===== config.mk =====
export PLATFORM = sky130hd
export DESIGN_NAME = casc_match_slice
export DESIGN_NICKNAME = d
export VERILOG_FILES = /design/src/rtl/casc_pkg.sv /design/src/rtl/casc_select.sv /design/src/rtl/casc_state.sv /design/src/rtl/casc_chain.sv /design/src/rtl/casc_bus.sv /design/src/rtl/casc_match_slice.sv
export SDC_FILE = /design/constraint.sdc
export NUM_CORES = 1
export LEC_CHECK = 0
export ABC_AREA = 1
export BUFFER_PORTS_ARGS = -buffer_cell sky130_fd_sc_hd__buf_2
export CAP_MARGIN = 40
export CORE_MARGIN = 5
export CORE_UTILIZATION = 42
export CTS_BUF_LIST = sky130_fd_sc_hd__clkbuf_4 sky130_fd_sc_hd__clkbuf_8 sky130_fd_sc_hd__clkbuf_16
export DETAILED_ROUTE_END_ITERATION = 6
export GPL_TIMING_DRIVEN = 0
export MAX_ROUTING_LAYER = met4
export PLACE_DENSITY = 0.72
export SLEW_MARGIN = 0
export SYNTH_ARGS = -nofsm -noshare
export SYNTH_HDL_FRONTEND = slang
export SYNTH_HIERARCHICAL = 1
export SYNTH_SLANG_ARGS = --single-unit

===== constraint.sdc =====
create_clock -name clk -period 1.9 [get_ports clk]
set_input_delay 0.095 -clock clk [delete_from_list [all_inputs] [get_ports clk]]
set_output_delay 0.095 -clock clk [all_outputs]
set_load 0.1 [all_outputs]

===== src/rtl/casc_pkg.sv =====
package casc_pkg;
  typedef enum logic [1:0] {
    OP_IDLE = 2'd0,
    OP_CMP  = 2'd1,
    OP_ACC  = 2'd2,
    OP_FREE = 2'd3
  } op_e;

  typedef enum logic [1:0] {
    SRC_NONE  = 2'd0,
    SRC_MATCH = 2'd1,
    SRC_RAND  = 2'd2,
    SRC_FREE  = 2'd3
  } src_e;
endpackage


===== src/rtl/casc_select.sv =====
module casc_select #(
  parameter int PAGE_W = 4
) (
  input  logic              cs1_n,
  input  logic              cs2_n,
  input  logic [PAGE_W-1:0] dsel_val,
  input  logic              dsel_en_n,
  input  logic [PAGE_W-1:0] page_id,
  output logic              sel
);
  logic reg_hit;

  // Register path selects only when it names this page and its enable is low
  always_comb begin
    reg_hit = (dsel_val == page_id) && !dsel_en_n;
    sel     = !cs1_n || !cs2_n || reg_hit;
  end

  // a low chip select always selects the device
  always_comb begin
    if (!cs1_n || !cs2_n) assert_cs_sel_R1: assert (sel);
  end
endmodule


===== src/rtl/casc_state.sv =====
module casc_state
  import casc_pkg::*;
#(
  parameter int ADDR_W = 8
) (
  input  logic              clk,
  input  logic              rst,
  input  op_e               op,
  input  logic              sel,
  input  logic              core_hit,
  input  logic              core_multi,
  input  logic [ADDR_W-1:0] core_hit_addr,
  input  logic              core_full,
  input  logic [ADDR_W-1:0] core_free_addr,
  input  logic [ADDR_W-1:0] acc_addr,
  output logic              match_q,
  output logic              multi_q,
  output logic              full_q,
  output logic              own_q,
  output src_e              src_q,
  output logic [ADDR_W-1:0] addr_q
);
  always_ff @(posedge clk) begin
    if (rst) begin
      match_q <= 1'b0;
      multi_q <= 1'b0;
      full_q  <= 1'b0;
      own_q   <= 1'b0;
      src_q   <= SRC_NONE;
      addr_q  <= '0;
    end else begin
      full_q <= core_full;
      unique case (op)
        OP_CMP: begin
          // a deselected compare wipes any earlier positive result
          match_q <= sel && core_hit;
          multi_q <= sel && core_hit && core_multi;
          addr_q  <= core_hit_addr;
          src_q   <= SRC_MATCH;
        end
        OP_ACC, OP_FREE: begin
          own_q <= sel;
          if (sel) begin
            addr_q <= (op == OP_ACC) ? acc_addr : core_free_addr;
            src_q  <= (op == OP_ACC) ? SRC_RAND : SRC_FREE;
          end else begin
            src_q  <= SRC_RAND;
          end
        end
        default: ;
      endcase
    end
  end

  assert_cmp_clear_R3: assert property (@(posedge clk) disable iff (rst)
    (op == OP_CMP && !sel) |=> (!match_q && !multi_q));

  assert_cmp_capture_R2: assert property (@(posedge clk) disable iff (rst)
    (op == OP_CMP && sel && core_hit) |=> (match_q && addr_q == $past(core_hit_addr)));

  assert_access_own_R9: assert property (@(posedge clk) disable iff (rst)
    (op == OP_ACC && sel) |=> (own_q && src_q == SRC_RAND && addr_q == $past(acc_addr)));
endmodule


===== src/rtl/casc_chain.sv =====
module casc_chain (
  input  logic clk,
  input  logic rst,
  input  logic match_q,
  input  logic multi_q,
  input  logic full_q,
  input  logic mi_n,
  input  logic fi_n,
  output logic mf_n,
  output logic ff_n,
  output logic mm_pull
);
  always_comb begin
    mf_n    = !(match_q || !mi_n);
    ff_n    = !(full_q && !fi_n);
    mm_pull = multi_q || (match_q && !mi_n);
  end

  assert_mf_pass_R4: assert property (@(posedge clk) disable iff (rst)
    !mi_n |-> !mf_n);

  assert_mm_upstream_R6: assert property (@(posedge clk) disable iff (rst)
    (match_q && !mi_n) |-> mm_pull);

  assert_ff_open_R5: assert property (@(posedge clk) disable iff (rst)
    fi_n |-> ff_n);
endmodule


===== src/rtl/casc_bus.sv =====
module casc_bus
  import casc_pkg::*;
#(
  parameter int PAGE_W = 4,
  parameter int ADDR_W = 8,
  localparam int BUS_W = PAGE_W + ADDR_W
) (
  input  logic              clk,
  input  logic              rst,
  input  logic              ce_n,
  input  logic              oe_n,
  input  logic              mi_n,
  input  logic              last_dev,
  input  logic [PAGE_W-1:0] page_id,
  input  src_e              src_q,
  input  logic [ADDR_W-1:0] addr_q,
  input  logic              match_q,
  input  logic              own_q,
  output logic [BUS_W-1:0]  pa_aa,
  output logic              pa_oe
);
  logic [BUS_W-1:0] bus_d, bus_q;
  logic             drv_d, drv_q;

  always_comb begin
    bus_d = {page_id, addr_q};
    drv_d = 1'b0;
    unique case (src_q)
      SRC_MATCH: begin
        if (match_q && mi_n) begin
          drv_d = 1'b1;
        end else if (last_dev && mi_n && !match_q) begin
          drv_d = 1'b1;
          bus_d = '1;
        end
      end
      SRC_RAND, SRC_FREE: drv_d = own_q;
      default: drv_d = 1'b0;
    endcase
  end

  // value moves only while chip enable is high
  always_ff @(posedge clk) begin
    if (rst) begin
      bus_q <= '0;
      drv_q <= 1'b0;
    end else if (ce_n) begin
      bus_q <= bus_d;
      drv_q <= drv_d;
    end
  end

  assign pa_aa = bus_q;
  assign pa_oe = !oe_n && drv_q;

  assert_hold_R11: assert property (@(posedge clk) disable iff (rst)
    !ce_n |=> ($stable(bus_q) && $stable(drv_q)));

  assert_lower_quiet_R7: assert property (@(posedge clk) disable iff (rst)
    (ce_n && src_q == SRC_MATCH && !mi_n) |=> !drv_q);

  assert_ones_only_last_R8: assert property (@(posedge clk) disable iff (rst)
    (ce_n && src_q == SRC_MATCH && !last_dev && !match_q) |=> !drv_q);

  assert_oe_hiz_R10: assert property (@(posedge clk) disable iff (rst)
    oe_n |-> !pa_oe);
endmodule


===== src/rtl/casc_match_slice.sv =====
module casc_match_slice
  import casc_pkg::*;
#(
  parameter int PAGE_W = 4,
  parameter int ADDR_W = 8,
  localparam int BUS_W = PAGE_W + ADDR_W
) (
  input  logic              clk,
  input  logic              rst,
  input  logic [1:0]        op,
  input  logic              cs1_n,
  input  logic              cs2_n,
  input  logic [PAGE_W-1:0] dsel_val,
  input  logic              dsel_en_n,
  input  logic [PAGE_W-1:0] page_id,
  input  logic              last_dev,
  input  logic              core_hit,
  input  logic              core_multi,
  input  logic [ADDR_W-1:0] core_hit_addr,
  input  logic              core_full,
  input  logic [ADDR_W-1:0] core_free_addr,
  input  logic [ADDR_W-1:0] acc_addr,
  input  logic              mi_n,
  input  logic              fi_n,
  input  logic              ce_n,
  input  logic              oe_n,
  output logic              mf_n,
  output logic              ff_n,
  output logic              mm_pull,
  output logic [BUS_W-1:0]  pa_aa,
  output logic              pa_oe
);
  logic              sel;
  logic              match_q, multi_q, full_q, own_q;
  src_e              src_q;
  logic [ADDR_W-1:0] addr_q;
  op_e               op_t;

  assign op_t = op_e'(op);

  casc_select #(.PAGE_W(PAGE_W)) u_sel (
    .cs1_n(cs1_n), .cs2_n(cs2_n), .dsel_val(dsel_val),
    .dsel_en_n(dsel_en_n), .page_id(page_id), .sel(sel)
  );

  casc_state #(.ADDR_W(ADDR_W)) u_state (
    .clk(clk), .rst(rst), .op(op_t), .sel(sel),
    .core_hit(core_hit), .core_multi(core_multi), .core_hit_addr(core_hit_addr),
    .core_full(core_full), .core_free_addr(core_free_addr), .acc_addr(acc_addr),
    .match_q(match_q), .multi_q(multi_q), .full_q(full_q), .own_q(own_q),
    .src_q(src_q), .addr_q(addr_q)
  );

  casc_chain u_chain (
    .clk(clk), .rst(rst), .match_q(match_q), .multi_q(multi_q), .full_q(full_q),
    .mi_n(mi_n), .fi_n(fi_n), .mf_n(mf_n), .ff_n(ff_n), .mm_pull(mm_pull)
  );

  casc_bus #(.PAGE_W(PAGE_W), .ADDR_W(ADDR_W)) u_bus (
    .clk(clk), .rst(rst), .ce_n(ce_n), .oe_n(oe_n), .mi_n(mi_n),
    .last_dev(last_dev), .page_id(page_id), .src_q(src_q), .addr_q(addr_q),
    .match_q(match_q), .own_q(own_q), .pa_aa(pa_aa), .pa_oe(pa_oe)
  );
endmodule


---- Word-level counts from Yosys, hierarchy flattened ----
Index checks and enable logic that the tools add are counted.
storage, ports and cells
  register bits ........................... 27
  output and inout port bits .............. 16
  word-level logic and storage cells ...... 54
operators by class
  equal/unequal tests ..................... 8
  multiplexer cells ....................... 12
  reduce and logical (&&, ||, !) cells .... 26
operators with widths
  cell                                                             count
  12-bit 2-to-1 mux                                                3
  8-bit 2-to-1 mux                                                 2
  8-bit case mux with 2 select lines                               1
  1-bit logical AND                                                9
  1-bit zero test                                                  9
  2-bit == test, second input constant                             4
  2-bit by 1-bit == test with 1-bit output, second input constant  2
  4-bit == test                                                    1
  1-bit logical OR                                                 4
  2-bit case mux with 2 select lines                               1
  2-bit OR reduction                                               2
  1-bit 2-to-1 mux                                                 3
  2-bit 2-to-1 mux                                                 1
  2-bit by 1-bit != test with 1-bit output, second input constant  1
  1-bit case mux with 2 select lines                               1
  2-bit AND reduction                                              1
  2-bit nonzero test                                               1

---- Depth between registers and ports, before layout ----
Gate-level depths: netlist of run 1.
  depth after elaboration ................. 5
  mapped depth ............................ 11

---- Cells and area by module ----
The synthesis of run 1 kept the hierarchy.
by module, submodules not included
  module       instances  cells each  area each (um2)
  casc_state   1          112         730.7
  casc_bus     1          82          585.6
  casc_select  1          25          96.3
  casc_chain   1          7           26.3

---- Worst setup path after synthesis of run 1 ----
No wires, ideal clock.
  path kind ............................... register -> output
  start ................................... reg u_bus.drv_q
  end ..................................... out pa_oe
  data arrival time ....................... 1.593 ns
  data required time ...................... 1.805 ns
  slack ................................... 0.212 ns
  cell stages (with the launch flop) ...... 3
  path buffers ............................ 0
  path through ............................ dfxtp_1 inv_1 nor2_1
on the way
  word-level cells in the longest chain between the ends .. 1
RTL lines
  what                      RTL line                RTL
  start: declaration        casc_bus.sv:23          logic drv_d, drv_q;
  start signal: assignment  casc_bus.sv:49          drv_q <= drv_d;
  1-bit logical AND         casc_bus.sv:54          assign pa_oe = !oe_n && drv_q;
  end: declaration          casc_match_slice.sv:31  output logic pa_oe
No other way between the ends.

---- Worst setup path in the final report of run 1 ----
  start ................................... reg u_state.match_q
  end ..................................... out mm_pull
on the way
  word-level cells in the longest chain between the ends .. 2
RTL lines
  what                      RTL line                RTL
  start: declaration        casc_state.sv:16        output logic match_q,
  start signal: assignment  casc_state.sv:36        match_q <= sel && core_hit;
  1-bit logical AND         casc_chain.sv:16        mm_pull = multi_q || (match_q && !mi_n);
  1-bit logical OR          casc_chain.sv:16
  end: declaration          casc_match_slice.sv:29  output logic mm_pull,
No other way between the ends.

==> results of run 1 <==
power groups by stage:
stage                     clock network, mW  registers [mW]  logic [mW]
after floorplan                           0           0.771       0.184
after global placement                    0           0.641       0.418
after detailed placement                  0           0.642       0.419
after CTS                             0.264           0.629       0.423
after global routing                  0.286           0.634       0.461
final                                 0.250           0.629       0.420
per-stage QoR:
stage	total power, mW	hold slack [ns]
floorplan	0.9555	0.1641
global placement	1.059	0.2989
detailed placement	1.061	0.3154
CTS	1.316	0.01313
global route	1.381	0.01625
finish	1.299	0.01674
cell usage in the layout, fill, tap and decap left out, types with 2 or more instances in the layout:
cell / netlist / routed
nand3b_1: 8 / 8
dfxtp_1: 27 / 27
clkinv_1: 2 / 2
o21ai_0: 15 / 15
a21oi_1: 14 / 14
nor2_1: 37 / 37
buf_6: 2 / 2
nand3_1: 12 / 12
inv_1: 26 / 26
clkbuf_4: 0 / 4
or2_0: 12 / 12
inv_2: 3 / 3
buf_2: 3 / 65
nand2_1: 59 / 59
logic make-up after synthesis:
| group | Yosys count |
|---|---|
| buffers and inverters | 39 |
| DFF | 27 |
| AOI/OAI and AO/OA | 29 |
| and+or+nand+nor | 131 |
layout make-up:
class                      count  area [um2]
inverter                      31       116.4
sequential                    27       540.5
timing repair buffer          63       320.3
multi-input combinational    160       719.4
fill                         389        1490
buffer                         8       62.56
tap                           46       57.56
clock buffer                   4       30.03
registers in the layout, summed over array words and instances (netlist names):
signal           cells
u_state/own_q        1
u_state/multi_q      1
u_bus/drv_q          1
u_state/src_q        2
u_state/addr_q       8
u_state/match_q      1
u_bus/pa_aa         12
u_state/full_q       1
worst max-delay path, cell delays in order, from the launching register on:
cell and delay (ns):
dfxtp_1 0.39, nand2_1 0.06, nand2_1 0.05, buf_2 0.41
routing by layer:
metal  GRT usage (%)  vias up
li1                -      827
met1           20.87      595
met2           22.17       53
met3           1.459        2
met4           4.467        0
met5               -        -
synth_stat cells:
cell type	n	area (um2)
nand2_2	1	6.260
nand4_1	1	6.260
buf_2	3	15.01
buf_6	2	22.52
or2_0	12	75.07
dfxtp_1	27	540.5
nand3_1	12	60.06
nand2_1	59	221.5
buf_4	1	7.510
inv_2	3	11.26
inv_1	26	97.59
nor2_2	1	6.260
clkinv_1	2	7.510
clkbuf_1	1	3.750
nand3b_1	8	60.06
o21ai_0	15	75.07
a21oi_1	14	70.07
clkbuf_8	1	13.76
nor2_1	37	138.9
what timing repair did:
item                      CTS  global route
hold endpoints to repair    1             0
setup buffers               0             0
hold buffers                1             0
how the worst max path moves through the flow:
stage                                     endpoint  depth (start not counted)
floorplan                                    pa_oe                          2
global placement    u_state/addr_q[6]$_SDFFE_PP0P_                         10
detailed placement  u_state/addr_q[7]$_SDFFE_PP0P_                         12
CTS                                        mm_pull                          3
global route                               mm_pull                          3
finish                                     mm_pull                          3
==> reports/summary.md, run 1 <==
The run finished with clean final reports. Entering global routing, the biggest net connects 15 pins. After synthesis, the mean cell area works out to 6.367 um2.

The path class of the tightest hold or removal check is in2reg. The register bit count reported by yosys is 27, and the biggest fanout along the worst timing path is 4. The floorplan step set the die width to 68.53 um. The clock net in this run drives a total of 27 sinks. The area growth from synthesis to layout is 28.35%.

Power spent charging and discharging nets: 0.4675 mW. In this run the register-to-register setup slack is 0.89 ns. Startpoint of the most critical setup path: u_state/match_q$_SDFFE_PP0N_. The number of antenna diodes in the final layout is 0. The count of unresolved DRC violations after routing is 0, and the wire length per cell after detailed routing is 9.490 um. After Yosys synthesis, full adders, half adders and majority gates account for 0% of the synthesized area. The run gives 1300 as the via count of the first global-routing pass.

In this run the static leakage power is 1.019 nW. The number of instances resized during post-cts repair was 0. The total area inside the core boundary comes to 0.003337 mm2.

For the level count of the clock H-tree, the log shows 1. The worst-case IR drop observed on VDD is 0.2242 mV. The synthesized netlist occupies a cell area of 0.001439 mm2. The post-CTS clock slew at the launch and capture registers of the worst setup and hold paths works out to 0.13 ns.

The top routing layer in use was met4. After detailed routing, the met3 layer carries 268 um of wire. Yosys mapped the design onto 19 distinct sky130hd cell types. The post-route fraction of the period consumed by the critical path is 69.32%. After Yosys synthesis, XOR and XNOR cells account for 0% of the synthesized area. For this design the ratio of total power to cell area is 703.3 mW/mm2. The number of setup violations in the final report came out at 0. The hold path depth came out at 2. Setup repair after global routing left no endpoint under its margin. Sequential elements use 37.57% of the synthesized area. The logs give 0.7091 for the final weighted congestion in routability-driven placement and 0.5690 ns for the worst slack at placement. The synthesized netlist devotes 10.09% of its cell area to compound gates. Summing over every cut layer, the via total after detailed routing is 1477. The placed instances occupy a cell area of 0.001807 mm2. The critical path is of the reg2out type. Across all setup checks in the final design, the least slack found is 0.5829 ns. The clock passes through at most 2 buffers. The instance count of the mapped netlist was 226; the final non-filler cell total was 339.

For the initial antenna violation count, the log shows 0. The HPWL after detailed placement is 2.582 mm. The tools report the destination of the worst hold path as u_state/match_q$_SDFFE_PP0N_.

The tools report the count of final hold-check violations as 0. Measured along the y axis, the die boundary spans 68.53 um. The max-slew violation count came out at 0. The number of buffers added by the clock tree synthesis step was 3; the cell area after layout was 0.001847 mm2.

Global routing used 14.76% of the available tracks across all layers. Multiplexer cells account for 0% of the synthesized area. The fraction of layout cells with a size suffix above 1 is 26.62%, and the measured slew at the worst slew-check pin is 0.4910 ns. TritonCTS built the clock tree. The tools report the critical path data required time as 1.80 ns. Combinational logic burns 32.3% of the power. The worst register-to-register path begins at u_state/match_q$_SDFFE_PP0N_. The detailed router put a total of 1.643 mm of wire on met1.

For this run, the number of Yosys warnings is 6. Root cell of the clock tree: clkbuf_4. The run gives 5.382 mm as the wire length of the first global-routing pass. The simple-gate share of the synthesized area came out at 39.91%. In this run, the clock network consumes 19.2% of the power.

Input and output buffers added on the ports amount to 62. The number of instances in the placed design was 334; the post-layout minimum cycle time was 1.317 ns. For the number of max-cap violations, the log shows 0.

The first routing iteration left 67 violations. The sequential group share of total power was 48.4%; the worst path arrival time was 1.22 ns. The tools report the hold path startpoint as rst. The detail-routed via count per cell is 4.357. The worst setup path is launched from a register. After routing, the total negative slack on setup checks comes to 0 ns.

The tools report the capturing element type of the critical path as a primary output. The count of nets left with antenna violations once routing finished came out at 0. The internal power consumption is 0.8313 mW, and the final wirelength is 3.217 mm. Switching share of power: 35.99%.

The worst reg2reg path depth is 6. Wire length on met2: 1.279 mm. Measured on the finished design, the core utilization comes to 55.34%.

The tools report the row count as 21. The clock arrives with 0.0006204 ns of skew. The total overflow left after global routing is 0. The worst register-to-register path ends at u_bus/pa_aa[3]$_SDFFE_PP0P_. The run gives 67.49% as the worst max-slew margin expressed relative to the limit.

By area, the combinational part of the netlist is dominated by simple AND/OR/NAND/NOR gates. The maximum clock frequency was 759.2 MHz. The first TritonRoute pass finished after 4 iterations. Initial standard-cell utilization of the core: 43.12%. The logs give 0.004696 mm2 for the overall die area and 63 for the count of pins on the block boundary.

The logs give 0.31 ns for the clock insertion delay at the later pin of the skew report and 273 for the number of nets produced by synthesis. The run gives 341 as the number of nets at the end of the flow.
(Power assumes the default switching activity.)
==> inputs of run 2 (changes only) <==
- ABC_AREA: 1 -> 0
- PLACE_DENSITY: 0.72 -> 0.74
- clock period: 1.9 -> 1.3 ns (I/O delays scaled with it)
==> run 2 against run 1 <==
  * The flow now finishes with violations (setup timing)
  * Routed wire length increased by 4.2%
  * Highest routed layer unchanged
  * Final area up 2.2%
  * Register-to-register slack got worse by 0.66 ns
  * Largest cell class unchanged
  * Count of clock-buffer cells in the layout unchanged
==> reports/summary.md, run 2 <==
The count of pins on the block boundary came out at 63. Leaving out fill and tap cells, the most frequent cell in the layout is buf_2. The most common cell in the synthesized netlist is dfxtp_1. Counting instances in the post-synthesis netlist gives the leading cell types as 27 x dfxtp_1, 21 x mux2i_1, 11 x nor2_1.

After clock tree synthesis, the clock-pin slew on the worst setup and hold paths is 0.14 ns. The final non-filler cell total was 247. Summing the sequential cell areas from Yosys gives 41.34% of the chip area.

The count of nets left with antenna violations once routing finished came out at 0. Setup repair after global routing could not meet its margin everywhere. After routing the design area is 0.001887 mm2.

The flow ran to the end, but the final reports show violations. Post-synthesis cell type with the largest combined area: dfxtp_1. Once detailed placement completed, the half-perimeter wirelength came to 2.473 mm.

The tree is rooted in a clkbuf_4. The post-synthesis cell area is 0.001308 mm2. TritonCTS built the clock tree. By area, the combinational part of the netlist is dominated by compound AO/OA/AOI/OAI gates. The multiplexer share of the synthesized area came out at 16.08%. The launching element type of the critical path was an input port. The overall die area was 0.004329 mm2; the static leakage was 0.9193 nW.

CTS saw 27 sinks. For the worst setup path, the data arrival time is 1.55 ns. The initial utilization of the core area, before any placement, comes to 43.18%. The final reports fail on setup timing. In the post-synthesis netlist, the biggest area contributors are dfxtp_1 41%, mux2i_1 16%, o21ai_2 6.7%. The run gives 7 as the number of setup violations in the final report.

For this run, design rule violations remaining after detail routing come to 0. 0 antenna diodes ended up in the layout. The count of final hold-check violations was 0.

In this run the core area contains 20 standard-cell rows. The post-route fraction of the period consumed by the critical path came out at 102.2%. The first-iteration detailed-routing DRC count was 37. For the via count of the first global-routing pass, the log shows 1205.

In this run the tool buffered the top-level ports with 60 buffer cells. The overall fraction of global-route tracks in use was 16.40%; the total number of yosys warnings was 6. The register with the most flip-flops in the layout has 12 of them.

The instance count of the mapped netlist came out at 125. The number of distinct library cells after synthesis came out at 31. Type of the worst min-delay path: in2reg. For this run, asynchronously set or reset flops after synthesis account for 0%. The remaining global-route overflow came out at 0. The height of the die came out at 65.80 um.

At the pin with the least slew margin, the transition time is 0.4976 ns. The critical path is of the in2reg type. Registers take 553.0 um2. In this run the biggest area consumer among cell types represents 41.34% of the synthesized area. For this run, the top clock speed supported by timing is 752.4 MHz. Along the worst path, the maximum fanout reaches 8. The run gives 0.4945 mV as the worst supply voltage drop on vdd. In this run the top signal layer used is met4. Number of max-cap violations: 0. The routed design uses 1.682 mm of met2 wire. Compared with the post-synthesis result, the final layout area differs by 44.31%. In this run, synthesis produced a sequential element count of 27.

The smallest setup slack after layout was -0.02912 ns. The adder and majority cell fraction of the synthesized area was 0%; the final weighted congestion in routability-driven placement was 0.8244. The simple-gate share of the synthesized area is 14.07%, and the final wirelength is 3.352 mm. After Yosys synthesis, XOR and XNOR cells account for 0.6699% of the synthesized area.

The top cell types in the final layout, fill and taps aside, are 55 x buf_2, 21 x mux2i_1, 17 x dfxtp_1, 12 x dlygate4sd3_1. The slowest stage of the critical path is the a2111o_1 cell. The total core area was 0.003028 mm2.

The most used flip-flop cell after synthesis is dfxtp_1. The first global-routing pass estimated 5.368 mm of wire. Critical path data required time: 1.52 ns. In the detailed route, the total length drawn on met3 is 251 um. The footprint of the multi-input gates was 709.4 um2; the power density normalized to cell area was 990.7 mW/mm2. The initial antenna violation count came out at 0.

Once placement completed, the tool counted placed cells totaling 229. The post-layout minimum cycle time came out at 1.329 ns. The critical path goes through buf_6 > nor2b_1 > a2111o_1 > o311ai_4 > a211oi_4 > a221o_1. The setup TNS was -0.09521 ns; the number of nets at the end of the flow was 251. The detailed-router iteration count before antenna repair came out at 4. The worst setup path is captured at a register. The fraction of layout cells with a size suffix above 1 is 50.74%. The largest net degree at the start of global routing is 15, and the number of enable-type register cells in the synthesized netlist is 0. When the netlist entered floorplanning its net count stood at 172.

In the final routed layout, each cell accounts on average for 13.57 um. After filler insertion, the fill cell instance count of the layout stands at 246. Dividing the detail-routed via count by the number of cells gives 4.960. For the level count of the clock H-tree, the log shows 1. The clock arrives with 0.004348 ns of skew. The worst max-slew margin expressed relative to the limit was 67.05%. TritonCTS created 3 clock buffers. The delay contributed by the slowest stage of the critical path was 0.38 ns; the met1 routed wirelength after detailed routing was 1.399 mm. Summing all placed instances gives a cell area of 0.001698 mm2.

On the final layout, the worst hold slack is 0.02213 ns. Summing the areas of all compound-gate instances in the mapped netlist gives 21.72% of the synthesized area. In this run the deepest clock path goes through 2 buffers. The total via count after detailed routing was 1225; the die extent in x was 65.80 um.

The max-slew violation count is 0, and the clock insertion delay at the later pin of the skew report is 0.31 ns. In this run the mean area of a mapped cell was 10.46 um2.
## run 2: layout make-up
class	instances	share of cell area (%)
multi-input combinational	85	37.60
sequential	27	29.31
timing repair buffer	74	24.14
buffer	7	3.249
tap	44	2.918
clock buffer	4	1.592
inverter	6	1.194
## run 2: kinds of logic (layout without fill, tap and decap cells)
kind of cell / Yosys count / after routing
AO/OA/AOI/OAI: 34 / 34
XOR/XNOR: 1 / 1
buffers and inverters: 13 / 91
flip-flops: 27 / 27
multiplexers: 21 / 21
AND/OR/NAND/NOR: 29 / 29
## run 2: worst paths after layout
kind,startpoint,end,slack [ns],cells after the start
setup / recovery,page_id[2],u_state/addr_q[4]$_SDFFE_PP0P_,-0.03,6
setup reg to reg,u_state/src_q[1]$_SDFFE_PP0P_,u_bus/pa_aa[2]$_SDFFE_PP0P_,0.23,4
hold / removal,core_hit,u_state/match_q$_SDFFE_PP0N_,0.02,3
hold reg to reg,u_state/multi_q$_SDFFE_PP0N_,u_state/multi_q$_SDFFE_PP0N_,0.47,2
## run 2: what timing repair did
| item | in CTS | in global routing |
|---|---|---|
| setup buffers | 2 | 0 |
| resized for setup | 2 | 5 |
| pin swaps | 5 | 2 |
| endpoints found under the setup margin | 9 | 10 |
| endpoints found under the hold margin | 11 | 0 |
| hold buffers | 12 | 0 |
## run 2: worst max-delay path, delay by kind of cell
kind / cells / cell delay (ns)
buffers and inverters: 1 / 0.09
and+or+nand+nor: 1 / 0.11
AOI/OAI and AO/OA: 4 / 1.28
## run 2: per-stage QoR
step	worst slack (ns)	utilization (%)	total power, mW
floorplan	-0.1517	-	1.335
global placement	-0.4158	56.07	1.464
CTS	-0.05857	61.82	1.887
detailed placement	-0.4421	56.07	1.476
finish	-0.02912	62.31	1.869
global route	-0.05819	62.31	1.959
## run 2: layer usage
layer  track usage [%]  up-vias
li1                  -      612
met1             18.89      568
met2             28.54       43
met3             3.401        2
met4             4.922        0
met5                 -        -
## run 2: power breakdown
part           internal, mW  switching, mW
sequential            0.889         0.0330
clock                 0.141          0.232
combinational         0.207          0.368
